==> src/rtl/rc_pkg.sv <==
// Shared definitions for the route cache.
// Assumes a fixed two-way organisation; other widths come from module parameters.
package rc_pkg;
    localparam int WAYS = 2;

    typedef enum logic [1:0] {
        POL_LRU  = 2'd0,
        POL_FIFO = 2'd1,
        POL_RAND = 2'd2,
        POL_RSVD = 2'd3
    } repl_pol_e;

    typedef enum logic {
        ST_IDLE = 1'b0,
        ST_FILL = 1'b1
    } rc_state_e;
endpackage

==> src/rtl/rc_hash.sv <==
// Folds a destination address into a set number.
// The address halves are XORed, and the result is folded bit by bit modulo IDX_W.
// Assumes ADDR_W is even and IDX_W <= ADDR_W/2.
module rc_hash #(
    parameter int ADDR_W = 32,
    parameter int IDX_W  = 4
) (
    input  logic [ADDR_W-1:0] addr,
    output logic [IDX_W-1:0]  idx
);
    localparam int HALF = ADDR_W / 2;

    logic [HALF-1:0] fold;

    // XOR the halves, then fold every bit into the index width
    always_comb begin
        fold = addr[ADDR_W-1:HALF] ^ addr[HALF-1:0];
        idx  = '0;
        for (int b = 0; b < HALF; b++) begin
            idx[b % IDX_W] = idx[b % IDX_W] ^ fold[b];
        end
    end
endmodule

==> src/rtl/rc_tag_array.sv <==
// Two-way tag, route and valid storage.
// Reads are combinational on rd_idx. Writes take effect at the clock edge.
// A flush clears all valid bits, and it wins over a write in the same cycle.
module rc_tag_array import rc_pkg::*; #(
    parameter int ADDR_W = 32,
    parameter int IDX_W  = 4,
    parameter int DATA_W = 12
) (
    input  logic              clk,
    input  logic              rst_n,
    input  logic              flush,
    input  logic [IDX_W-1:0]  rd_idx,
    input  logic [ADDR_W-1:0] rd_tag,
    output logic [WAYS-1:0]   hit_way,
    output logic [WAYS-1:0]   set_valid,
    output logic [DATA_W-1:0] rd_data,
    input  logic              wr_en,
    input  logic [IDX_W-1:0]  wr_idx,
    input  logic              wr_way,
    input  logic [ADDR_W-1:0] wr_tag,
    input  logic [DATA_W-1:0] wr_data
);
    localparam int SETS = 1 << IDX_W;

    logic [DATA_W-1:0] way_data [WAYS];

    for (genvar gw = 0; gw < WAYS; gw++) begin : g_way
        logic [ADDR_W-1:0] tag_q  [SETS];
        logic [DATA_W-1:0] data_q [SETS];
        logic [SETS-1:0]   valid_q;
        logic              sel;

        assign sel = wr_en && !flush && (wr_way == 1'(gw));

        // Valid bits: cleared by reset or flush, set by a fill
        always_ff @(posedge clk) begin
            if (!rst_n || flush) valid_q <= '0;
            else if (sel)        valid_q[wr_idx] <= 1'b1;
        end

        // Tag and route payload storage
        always_ff @(posedge clk) begin
            if (sel) begin
                tag_q[wr_idx]  <= wr_tag;
                data_q[wr_idx] <= wr_data;
            end
        end

        assign set_valid[gw] = valid_q[rd_idx];
        assign hit_way[gw]   = valid_q[rd_idx] && (tag_q[rd_idx] == rd_tag);
        assign way_data[gw]  = data_q[rd_idx];


        flush_clears_chk: assert property (@(posedge clk) disable iff (!rst_n)
            flush |=> (valid_q == '0));
    end

    assign rd_data = hit_way[1] ? way_data[1] : way_data[0];


    single_way_hit_chk: assert property (@(posedge clk) disable iff (!rst_n)
        $onehot0(hit_way));
endmodule

==> src/rtl/rc_victim.sv <==
// Replacement state and victim choice for a two-way set.
// An empty way is always taken first (way 0 before way 1).
// Otherwise the policy picks from a per-set LRU bit, a per-set FIFO pointer,
// or bit 0 of a free-running LFSR. Both bit arrays hold the way to evict next.
module rc_victim import rc_pkg::*; #(
    parameter int          IDX_W     = 4,
    parameter logic [15:0] LFSR_SEED = 16'hACE1
) (
    input  logic             clk,
    input  logic             rst_n,
    input  logic [1:0]       repl_sel,
    input  logic [IDX_W-1:0] set_idx,
    input  logic [WAYS-1:0]  set_valid,
    input  logic             touch_en,
    input  logic             touch_way,
    input  logic             fill_en,
    input  logic             fill_way,
    output logic             victim
);
    localparam int          SETS = 1 << IDX_W;
    localparam logic [15:0] TAPS = 16'hB400;

    repl_pol_e       pol;
    logic [SETS-1:0] lru_q;
    logic [SETS-1:0] fifo_q;
    logic [15:0]     lfsr_q;

    assign pol = repl_pol_e'(repl_sel);

    // Free-running Galois LFSR for the random policy
    always_ff @(posedge clk) begin
        if (!rst_n) lfsr_q <= LFSR_SEED;
        else        lfsr_q <= {1'b0, lfsr_q[15:1]} ^ (lfsr_q[0] ? TAPS : 16'h0);
    end

    // LRU bit follows hits and fills; FIFO pointer follows fills only
    always_ff @(posedge clk) begin
        if (!rst_n) begin
            lru_q  <= '0;
            fifo_q <= '0;
        end else begin
            if (fill_en) begin
                lru_q[set_idx]  <= ~fill_way;
                fifo_q[set_idx] <= ~fill_way;
            end else if (touch_en) begin
                lru_q[set_idx]  <= ~touch_way;
            end
        end
    end

    // Pick an empty way first, otherwise apply the selected policy
    always_comb begin
        if (!set_valid[0])      victim = 1'b0;
        else if (!set_valid[1]) victim = 1'b1;
        else begin
            case (pol)
                POL_FIFO: victim = fifo_q[set_idx];
                POL_RAND: victim = lfsr_q[0];
                default:  victim = lru_q[set_idx];
            endcase
        end
    end


    lfsr_nonzero_chk: assert property (@(posedge clk) disable iff (!rst_n)
        lfsr_q != 16'h0);
endmodule

==> src/rtl/rc_route_cache.sv <==
// Top of the route cache.
// A lookup is accepted when req_valid meets req_ready. A hit answers one cycle later.
// A miss parks in the FILL state, holds a full-table request until it is answered,
// installs the answer, and returns it as the result.
// Assumes the full-table engine answers each request exactly once.
module rc_route_cache import rc_pkg::*; #(
    parameter int          ADDR_W    = 32,
    parameter int          IDX_W     = 4,
    parameter int          NH_W      = 8,
    parameter int          PORT_W    = 4,
    parameter int          CNT_W     = 16,
    parameter logic [15:0] LFSR_SEED = 16'hACE1
) (
    input  logic              clk,
    input  logic              rst_n,
    input  logic              flush,
    input  logic [1:0]        repl_sel,
    input  logic              req_valid,
    input  logic [ADDR_W-1:0] req_addr,
    output logic              req_ready,
    output logic              rsp_valid,
    output logic              rsp_hit,
    output logic [NH_W-1:0]   rsp_nh,
    output logic [PORT_W-1:0] rsp_port,
    output logic              slow_req_valid,
    output logic [ADDR_W-1:0] slow_req_addr,
    input  logic              slow_rsp_valid,
    input  logic [NH_W-1:0]   slow_rsp_nh,
    input  logic [PORT_W-1:0] slow_rsp_port,
    output logic [CNT_W-1:0]  hit_count,
    output logic [CNT_W-1:0]  miss_count
);
    localparam int DATA_W = NH_W + PORT_W;

    rc_state_e         state_q;
    logic [ADDR_W-1:0] miss_addr_q;
    logic [ADDR_W-1:0] look_addr;
    logic [IDX_W-1:0]  look_idx;
    logic [WAYS-1:0]   hit_way;
    logic [WAYS-1:0]   set_valid;
    logic [DATA_W-1:0] rd_data;
    logic [DATA_W-1:0] fill_data;
    logic              lk_hit;
    logic              accept;
    logic              fill_en;
    logic              victim;
    logic              rsp_valid_q;
    logic              rsp_hit_q;
    logic [DATA_W-1:0] rsp_data_q;
    logic [CNT_W-1:0]  hit_cnt_q;
    logic [CNT_W-1:0]  miss_cnt_q;

    // While a miss waits, the array is addressed by the parked address
    assign look_addr = (state_q == ST_FILL) ? miss_addr_q : req_addr;
    assign lk_hit    = |hit_way;
    assign req_ready = (state_q == ST_IDLE) && !flush;
    assign accept    = req_valid && req_ready;
    assign fill_en   = (state_q == ST_FILL) && slow_rsp_valid;
    assign fill_data = {slow_rsp_nh, slow_rsp_port};

    rc_hash #(.ADDR_W(ADDR_W), .IDX_W(IDX_W)) u_hash (
        .addr (look_addr),
        .idx  (look_idx)
    );

    rc_tag_array #(.ADDR_W(ADDR_W), .IDX_W(IDX_W), .DATA_W(DATA_W)) u_tags (
        .clk       (clk),
        .rst_n     (rst_n),
        .flush     (flush),
        .rd_idx    (look_idx),
        .rd_tag    (look_addr),
        .hit_way   (hit_way),
        .set_valid (set_valid),
        .rd_data   (rd_data),
        .wr_en     (fill_en),
        .wr_idx    (look_idx),
        .wr_way    (victim),
        .wr_tag    (miss_addr_q),
        .wr_data   (fill_data)
    );

    rc_victim #(.IDX_W(IDX_W), .LFSR_SEED(LFSR_SEED)) u_victim (
        .clk       (clk),
        .rst_n     (rst_n),
        .repl_sel  (repl_sel),
        .set_idx   (look_idx),
        .set_valid (set_valid),
        .touch_en  (accept && lk_hit),
        .touch_way (hit_way[1]),
        .fill_en   (fill_en),
        .fill_way  (victim),
        .victim    (victim)
    );

    // Lookup / fill sequencing, result register and counters
    always_ff @(posedge clk) begin
        if (!rst_n) begin
            state_q     <= ST_IDLE;
            miss_addr_q <= '0;
            rsp_valid_q <= 1'b0;
            rsp_hit_q   <= 1'b0;
            rsp_data_q  <= '0;
            hit_cnt_q   <= '0;
            miss_cnt_q  <= '0;
        end else begin
            rsp_valid_q <= 1'b0;
            if (accept) begin
                if (lk_hit) begin
                    rsp_valid_q <= 1'b1;
                    rsp_hit_q   <= 1'b1;
                    rsp_data_q  <= rd_data;
                    hit_cnt_q   <= hit_cnt_q + 1'b1;
                end else begin
                    state_q     <= ST_FILL;
                    miss_addr_q <= req_addr;
                    miss_cnt_q  <= miss_cnt_q + 1'b1;
                end
            end else if (fill_en) begin
                state_q     <= ST_IDLE;
                rsp_valid_q <= 1'b1;
                rsp_hit_q   <= 1'b0;
                rsp_data_q  <= fill_data;
            end
        end
    end

    assign rsp_valid      = rsp_valid_q;
    assign rsp_hit        = rsp_hit_q;
    assign rsp_nh         = rsp_data_q[DATA_W-1:PORT_W];
    assign rsp_port       = rsp_data_q[PORT_W-1:0];
    assign slow_req_valid = (state_q == ST_FILL);
    assign slow_req_addr  = miss_addr_q;
    assign hit_count      = hit_cnt_q;
    assign miss_count     = miss_cnt_q;


    hit_fast_path_chk: assert property (@(posedge clk) disable iff (!rst_n)
        (accept && lk_hit) |=> (rsp_valid && rsp_hit && !slow_req_valid));


    no_accept_in_miss_chk: assert property (@(posedge clk) disable iff (!rst_n)
        slow_req_valid |-> !req_ready);


    slow_req_hold_chk: assert property (@(posedge clk) disable iff (!rst_n)
        (slow_req_valid && !slow_rsp_valid) |=> (slow_req_valid && $stable(slow_req_addr)));


    fill_result_chk: assert property (@(posedge clk) disable iff (!rst_n)
        (slow_req_valid && slow_rsp_valid) |=>
            (rsp_valid && !rsp_hit && rsp_nh == $past(slow_rsp_nh) && rsp_port == $past(slow_rsp_port)));


    miss_count_chk: assert property (@(posedge clk) disable iff (!rst_n)
        $rose(slow_req_valid) |-> (miss_count == $past(miss_count) + CNT_W'(1)));
endmodule

==> config.mk <==
export PLATFORM = sky130hd
export DESIGN_NAME = rc_route_cache
export DESIGN_NICKNAME = d
export VERILOG_FILES = /design/src/rtl/rc_pkg.sv /design/src/rtl/rc_hash.sv /design/src/rtl/rc_tag_array.sv /design/src/rtl/rc_victim.sv /design/src/rtl/rc_route_cache.sv
export SDC_FILE = /design/constraint.sdc
export NUM_CORES = 2
export LEC_CHECK = 0
export BUFFER_PORTS_ARGS = -buffer_cell sky130_fd_sc_hd__buf_2
export CORE_ASPECT_RATIO = 1.4
export CORE_MARGIN = 3
export CORE_UTILIZATION = 50
export CTS_CLUSTER_SIZE = 10
export DETAILED_ROUTE_END_ITERATION = 10
export HOLD_SLACK_MARGIN = 0.06
export MAX_ROUTING_LAYER = met4
export PLACE_DENSITY = 0.69
export SLEW_MARGIN = 20
export SYNTH_ARGS = -nofsm -noshare
export SYNTH_HDL_FRONTEND = slang
export SYNTH_SLANG_ARGS = --single-unit
export TNS_END_PERCENT = 30
==> constraint.sdc <==
create_clock -name clk -period 11.75 [get_ports clk]
set_clock_uncertainty 0.2 [all_clocks]
set_input_delay 2.35 -clock clk [delete_from_list [all_inputs] [get_ports clk]]
set_output_delay 2.35 -clock clk [all_outputs]
set_load 0.02 [all_outputs]
### After elaboration in Yosys (flattened, before gate mapping)

Memory sizes are Yosys's and may differ from the RTL's.
Cells that the tools add are included.
W data, S select, Z words.

* flip-flop bits (word level): 159
* latch bits: 0
* RAM bits: 1408
* bits in read-only memories: 0
* input bits: 51
* output and inout port bits: 80
* logic and storage cells: 102
* memories kept: 4

* $add $sub $neg: 2
* multipliers: 0
* div/mod/pow operators: 0
* order comparisons: 2
* eq/ne operators: 6
* shift-type cells: 0
* mux-type cells: 36
* bitwise gates (word level): 20
* reductions and logical operators: 20

Memory list
* u_tags.g_way[0].tag_q: words 16, width 32, read ports 1, clocked after Yosys merged registers in 0, wr ports 1, line rc_tag_array.sv:28 `logic [ADDR_W-1:0] tag_q [SETS];`
* u_tags.g_way[1].tag_q: words 16, width 32, read ports 1, clocked after Yosys merged registers in 0, wr ports 1, line rc_tag_array.sv:28
* u_tags.g_way[0].data_q: words 16, width 12, read ports 1, clocked after Yosys merged registers in 0, wr ports 1, line rc_tag_array.sv:29 `logic [DATA_W-1:0] data_q [SETS];`
* u_tags.g_way[1].data_q: words 16, width 12, read ports 1, clocked after Yosys merged registers in 0, wr ports 1, line rc_tag_array.sv:29

Operators with widths (number)
* $eq A32 B32 Y1: 2
* $bwmux W16: 3
* $mux W12: 4
* $mux W16: 3
* $add A16 B1 Y16 const B: 2
* $mux W32: 1
* $or A16 B16 Y16: 2
* $mux W1: 19
* $bmux W1 S4: 4
* $xor A15 B16 Y16: 1
* $xor A16 B16 Y16: 1
* $xor A1 B1 Y1: 12
* $logic_and A1 B1 Y1: 10
* $reduce_and A2 Y1: 4
* $lt A4 B5 Y1 const B: 1
* $demux W1 S4: 1
* $ge A4 B1 Y1 const B: 1
* $ne A2 B2 Y1 const B: 2
* $not A1 Y1: 4
* $reduce_bool A2 Y1: 2
* $eq A2 B1 Y1 const B: 1
* $eq A2 B2 Y1 const B: 1
* $logic_not A1 Y1: 2
* $pmux W1 S2: 1
* 2 further kinds: 2

### Longest topological paths before layout

* depth after elaboration: 14
* depth in mapped cells: 22
* depth with buffers taken out: 14

### Hierarchy

A second synthesis with hierarchy kept.

* cell total of the unflattened synthesis: 3016
* area total of the unflattened synthesis: 61676.7 sq um

Modules (own cells, without submodules)
* rc_tag_array: instances 1, cells each 2351, area an instance 55767.2 sq um, seq. area each 42921.2 sq um
* rc_route_cache: instances 1, cells each 426, area an instance 3534.6 sq um, seq. area each 1581.5 sq um
* rc_victim: instances 1, cells each 211, area an instance 2129.5 sq um, seq. area each 960.9 sq um
* rc_hash: instances 1, cells each 28, area an instance 245.2 sq um, seq. area each 0.0 sq um

### Worst setup path after synthesis

No wires, ideal clock.

* path kind: input-to-reg
* from: input req_addr[9]
* to: memory u_tags.g_way[0].data_q[10][0] (enable)
* library setup time: 509 ps
* arrival: 8669 ps
* data required time: 11041 ps
* setup slack: 2371 ps
* cell stages on the path: 14
* buffers on the path: 7
* cell sequence: xor2_1 -> mux2i_1 -> xnor2_1 -> xnor2_2 -> buf_6 -> buf_6 -> buf_6 -> buf_6 -> buf_2 -> buf_1 -> buf_1 -> nand2_1 -> a21oi_1 -> nor3b_1

* cells in the longest elaborated chain, start to end: 13
* elaborated cells between the ends (all ways): 19
* those cells by class: mux (14); bitwise (4); reduce/logical (1)

RTL lines
* from (decl): line rc_route_cache.sv:19 `input logic [ADDR_W-1:0] req_addr,`
* $mux W32 (*): line rc_route_cache.sv:54 `assign look_addr = (state_q == ST_FILL) ? miss_addr_q : req_addr;`
* $xor A16 B16 Y16 (*): line rc_hash.sv:17 `fold = addr[ADDR_W-1:HALF] ^ addr[HALF-1:0];`
* $xor A1 B1 Y1 (*) (2 in series): line rc_hash.sv:20 `idx[b % IDX_W] = idx[b % IDX_W] ^ fold[b];`
* $bmux W1 S4, on equally long branches: line rc_victim.sv:59, rc_victim.sv:57
* $mux W1, on equally long branches: line rc_victim.sv:59, rc_victim.sv:57
* $pmux W1 S2: line rc_victim.sv:56 `case (pol)`
* $mux W1: line rc_victim.sv:54 `else if (!set_valid[1]) victim = 1'b1;`
* $mux W1: line rc_victim.sv:53 `if (!set_valid[0]) victim = 1'b0;`
* $not A1 Y1: line rc_tag_array.sv:33 `assign sel = wr_en && !flush && (wr_way == 1'(gw));`
* $logic_and A1 B1 Y1: line rc_tag_array.sv:33
* $mux W1: line rc_tag_array.sv:43 `if (sel) begin`
* $mux W1 (implied by the code): line rc_tag_array.sv:45 `data_q[wr_idx] <= wr_data;`
* to (decl): line rc_tag_array.sv:29

Mark *: on every way between the ends. The rest lies on a longest branch, timed or not. The select of a mux whose other input is x is not followed.

### Worst setup path after layout

* from: input req_addr[9]
* to: register rsp_data_q[0]

* cells in the longest elaborated chain, start to end: 10
* elaborated cells between the ends (all ways): 22
* those cells by class: eq/ne (3); mux (8); bitwise (3); reduce/logical (4); memory (4)

RTL lines
* $mux W32 (*): line rc_route_cache.sv:54
* $xor A16 B16 Y16: line rc_hash.sv:17
* $xor A1 B1 Y1 (2 in series): line rc_hash.sv:20
* $mem_v2 Z16 W32 or $bmux W1 S4 (tied branches)
* $eq A32 B32 Y1 or $mux W1 (tied branches): line rc_tag_array.sv:50 `assign hit_way[gw] = valid_q[rd_idx] && (tag_q[rd_idx] == rd_tag);`
* $logic_and A1 B1 Y1: line rc_tag_array.sv:50
* $reduce_or A2 Y1 or $mux W12 (tied branches): line rc_route_cache.sv:55, rc_tag_array.sv:58
* $ne A2 B2 Y1 (no line) or $mux W12 (tied branches)
* $reduce_and A2 Y1 (no line) or $mux W12 (tied branches)
* to (signal assigned): line rc_route_cache.sv:111 `rsp_data_q <= rd_data;`
* to (signal assigned): line rc_route_cache.sv:122 `rsp_data_q <= fill_data;`
* to (decl): line rc_route_cache.sv:49 `logic [DATA_W-1:0] rsp_data_q;`

Marks and branches as above.
A chain may end at the register's enable or synchronous reset.

==> flow_summary_export.csv <==
group,metric,value,unit
run_status,status,"finished, final reports clean",
clock_network,cts_setup_buffers,0,
placement,port-buffer-count,130,
worst_setup_path,timing.rr.end,"rsp_data_q[0]",
global_route,grt_pass1_vias,33326,
final_layout,area_growth,12.95,%
die,ios,131,
clock_network,root_buffer,"clkbuf_16",
power_and_ir_drop,power_per_cell_area,214.2,nW/um2
worst_setup_path,reg2reg_from,"slow_req_valid",
power_and_ir_drop,p_leak,0.02212,uW
global_route,grt_pass1_wl,246.8,mm
worst_setup_path,critPathLaunch,"req_addr[9]",
die,die_width,304.8,um
clock_network,cts_tree,"done",
timing,max_freq,116.0,MHz
timing,worst_slew_pin_slew,1.151,ns
clock_network,cts_hold_buffers,0,
yosys,synth_fp_nets,3287,
flow_run,max_cap_viol_count,0,
worst_setup_path,start_kind,"input pin",
timing,rsz0062_at_grt,"no",
global_route,overflow,0,
timing,slew_violations,0,
die,start_util,50.63,%
placement,dp_hpwl,97.44,mm
timing,holdWs,0.2078,ns
worst_setup_path,crit_type,"in -> reg",
worst_setup_path,r2r_setup_slack,3.57,ns
hold_path,hold_path_end,"u_victim.lfsr_q[7]",
die,dieArea,129300,um2
yosys,synth_ff_type,"edfxtp_1",
clock_network,clkSinkCount,1567,
clock_network,clockBufferDepth,3,
die,row_count,152,
detailed_routing,viasPerCell,6.434,
global_route,grtUsageTotal,27.74,%
detailed_routing,totalWireLength,173.2,mm
detailed_routing,drt_iter0_drc,4224,
detailed_routing,routedWlPerCell,33.02,um
timing,fin_setup_tns,0,ns
timing,relSlewSlack,23.25,%
yosys,ys_warn_count,0,
placement,dp.cells,4950,
yosys,syn-cell-area,62490,um2
hold_path,worstHoldStart,"u_victim.lfsr_q[8]",
worst_setup_path,required,12.23,ns
global_route,antenna_found_initial,9,
final_layout,nNetsFinal,3565,
timing,timing.final.crit_share,73.37,%
worst_setup_path,arrival,9.10,ns
clock_network,clock_latency,0.79,ns
die,core_area,123400,um2
clock_network,ctsResizeCount,0,
yosys,synth-seq-cells,1567,
clock_network,cts_buffers,175,
yosys,ys_async_sr_fraction,0,%
clock_network,cts.clk_slew.worst_paths,0.06,ns
yosys,synth_edf_count,1408,
yosys,synth_seq_area_share,72.75,%
detailed_routing,drc,0,
yosys,synthCells,3232,
timing,setup_viol,0,
timing,fin_crit,8.621,ns
yosys,avgSynthCellArea,19.34,um2
timing,hold_violations,0,
worst_setup_path,crit_path_end_kind,"flip-flop",
power_and_ir_drop,vdd_ir_drop_max,200.7,uV
global_route,grt_max_degree,97,
hold_path,holdCritPathClass,"reg -> reg",
yosys,synth.distinct_cells,72,
die,fp.dieH,424.3,um
detailed_routing,first_pass_iters,7,
worst_setup_path,r2r_cells,16,
placement,place.gp.congestion,0.8772,
detailed_routing,vias,33738,
clock_network,htreeDepth,4,
final_layout,finalNonFillerCells,5244,
worst_setup_path,cp_max_fo,53,
detailed_routing,drtAntennaViolNets,0,
final_layout,drive_gt1_share,24.56,%
hold_path,whs_path_depth,1,
cell type report:
cell class              instances  area, um2
well taps                    1617       2023
multi-input cells            1466      16140
clock inverters                14      162.7
inverters                      30      113.9
fillers                      9007      52840
flip-flops and latches       1567      45470
diodes                          8      20.02
repair buffers                270       1805
clock buffers                 272       4850
logic make-up (layout without fill, tap and decap cells):
| group | count (synthesis) | count (layout) | synth area share (%) |
|---|---|---|---|
| flops | 1567 | 1567 | 72.75 |
| simple gates | 466 | 466 | 3.488 |
| xor+xnor | 182 | 182 | 2.587 |
| other cells | 0 | 8 | 0 |
| mux | 567 | 567 | 16.39 |
| compound gates | 247 | 247 | 2.775 |
| buf+inv | 199 | 586 | 1.926 |
| fa+ha+maj | 4 | 4 | 0.08009 |
layout by cell type (no fill, tap or decap), drive strengths merged, types with 41 or more instances in the layout:
| cell type | count |
|---|---|
| mux4 | 363 |
| nor2 | 175 |
| clkbuf | 272 |
| a21oi | 78 |
| xnor2 | 95 |
| buf | 270 |
| edfxtp | 1408 |
| xor2 | 87 |
| mux2i | 203 |
| nor3 | 41 |
| nand2 | 124 |
| dfxtp | 159 |
synthesized netlist by cell type, drive strengths merged, types with 8 or more instances:
cell type / count / area [um2]
a21oi: 78 / 390.4
a22oi: 8 / 60.06
a32o: 9 / 90.09
a32oi: 18 / 157.7
and2: 18 / 112.6
and3: 14 / 87.58
buf: 112 / 877.1
clkbuf: 57 / 214.0
dfxtp: 159 / 3183
edfxtp: 1408 / 42280
inv: 30 / 112.6
mux2i: 203 / 2032
mux4: 363 / 8202
nand2: 124 / 465.5
nand2b: 10 / 62.56
nand3: 19 / 100.1
nand4: 17 / 106.4
nor2: 175 / 659.4
nor3: 41 / 205.2
nor3b: 12 / 90.09
nor4: 19 / 152.7
o21ai: 32 / 163.9
o22ai: 11 / 68.82
o2bb2ai: 12 / 105.1
o311ai: 13 / 113.9
or4: 8 / 60.06
xnor2: 95 / 847.1
xor2: 87 / 769.5
flip-flops by register name (all words and copies together) (netlist names), 12 cells and up:
signal / flops
u_tags.g_way.tag_q: 1024
u_tags.g_way.data_q: 384
u_victim.lfsr_q: 16
u_victim.fifo_q: 16
slow_req_addr: 32
u_victim.lru_q: 16
hit_count: 16
u_tags.g_way.valid_q: 32
rsp_data_q: 12
miss_count: 16
through the flow:
step	util [%]	instance area, um2	setup slack (ns)	total power [uW]
6_report	57.19	70590	3.129	15120
5_1_grt	57.19	70580	3.111	15610
4_1_cts	57.16	70550	3.317	15210
3_5_place_dp	53.09	65530	2.536	10330
3_3_place_gp	53.09	65530	2.471	10310
2_1_floorplan	-	62490	2.371	9129
report_power, final:
group	internal, uW	switching, uW
registers	6100	16.7
logic	1690	2410
clock network	2810	2090
critical path, stage by stage:
cell and delay [ns]:
buf_2 0.14, xor2_1 0.16, mux2i_1 0.63, xnor2_1 0.38, xnor2_4 0.66, buf_12 0.43, buf_4 0.37, mux4_1 0.35
xnor2_1 0.14, a2111oi_0 0.46, a31oi_1 0.12, or4_1 0.68, nor4_4 0.77, o21ai_2 0.11, buf_4 0.27, a21oi_2 0.70
o2bb2ai_1 0.24
metal layers:
layer / track usage (%) / vias up / wire length (um)
li1: - / 13627 / -
met1: 35.73 / 17798 / 64630
met2: 43.40 / 1913 / 84060
met3: 5.360 / 400 / 15780
met4: 12.43 / 0 / 8710
met5: - / - / 0
worst max-delay path by stage:
| stage | endpoint | slack (ns) | cells past startpoint |
|---|---|---|---|
| global placement | u_victim.lru_q[13] | 2.47 | 16 |
| finish | rsp_data_q[0] | 3.13 | 17 |
| floorplan | u_tags.g_way[0].data_q[10][0] | 2.37 | 14 |
| detailed placement | rsp_data_q[1] | 2.54 | 17 |
| CTS | rsp_data_q[0] | 3.32 | 17 |
| global route | rsp_data_q[0] | 3.11 | 18 |
(Power assumes the default switching activity.)
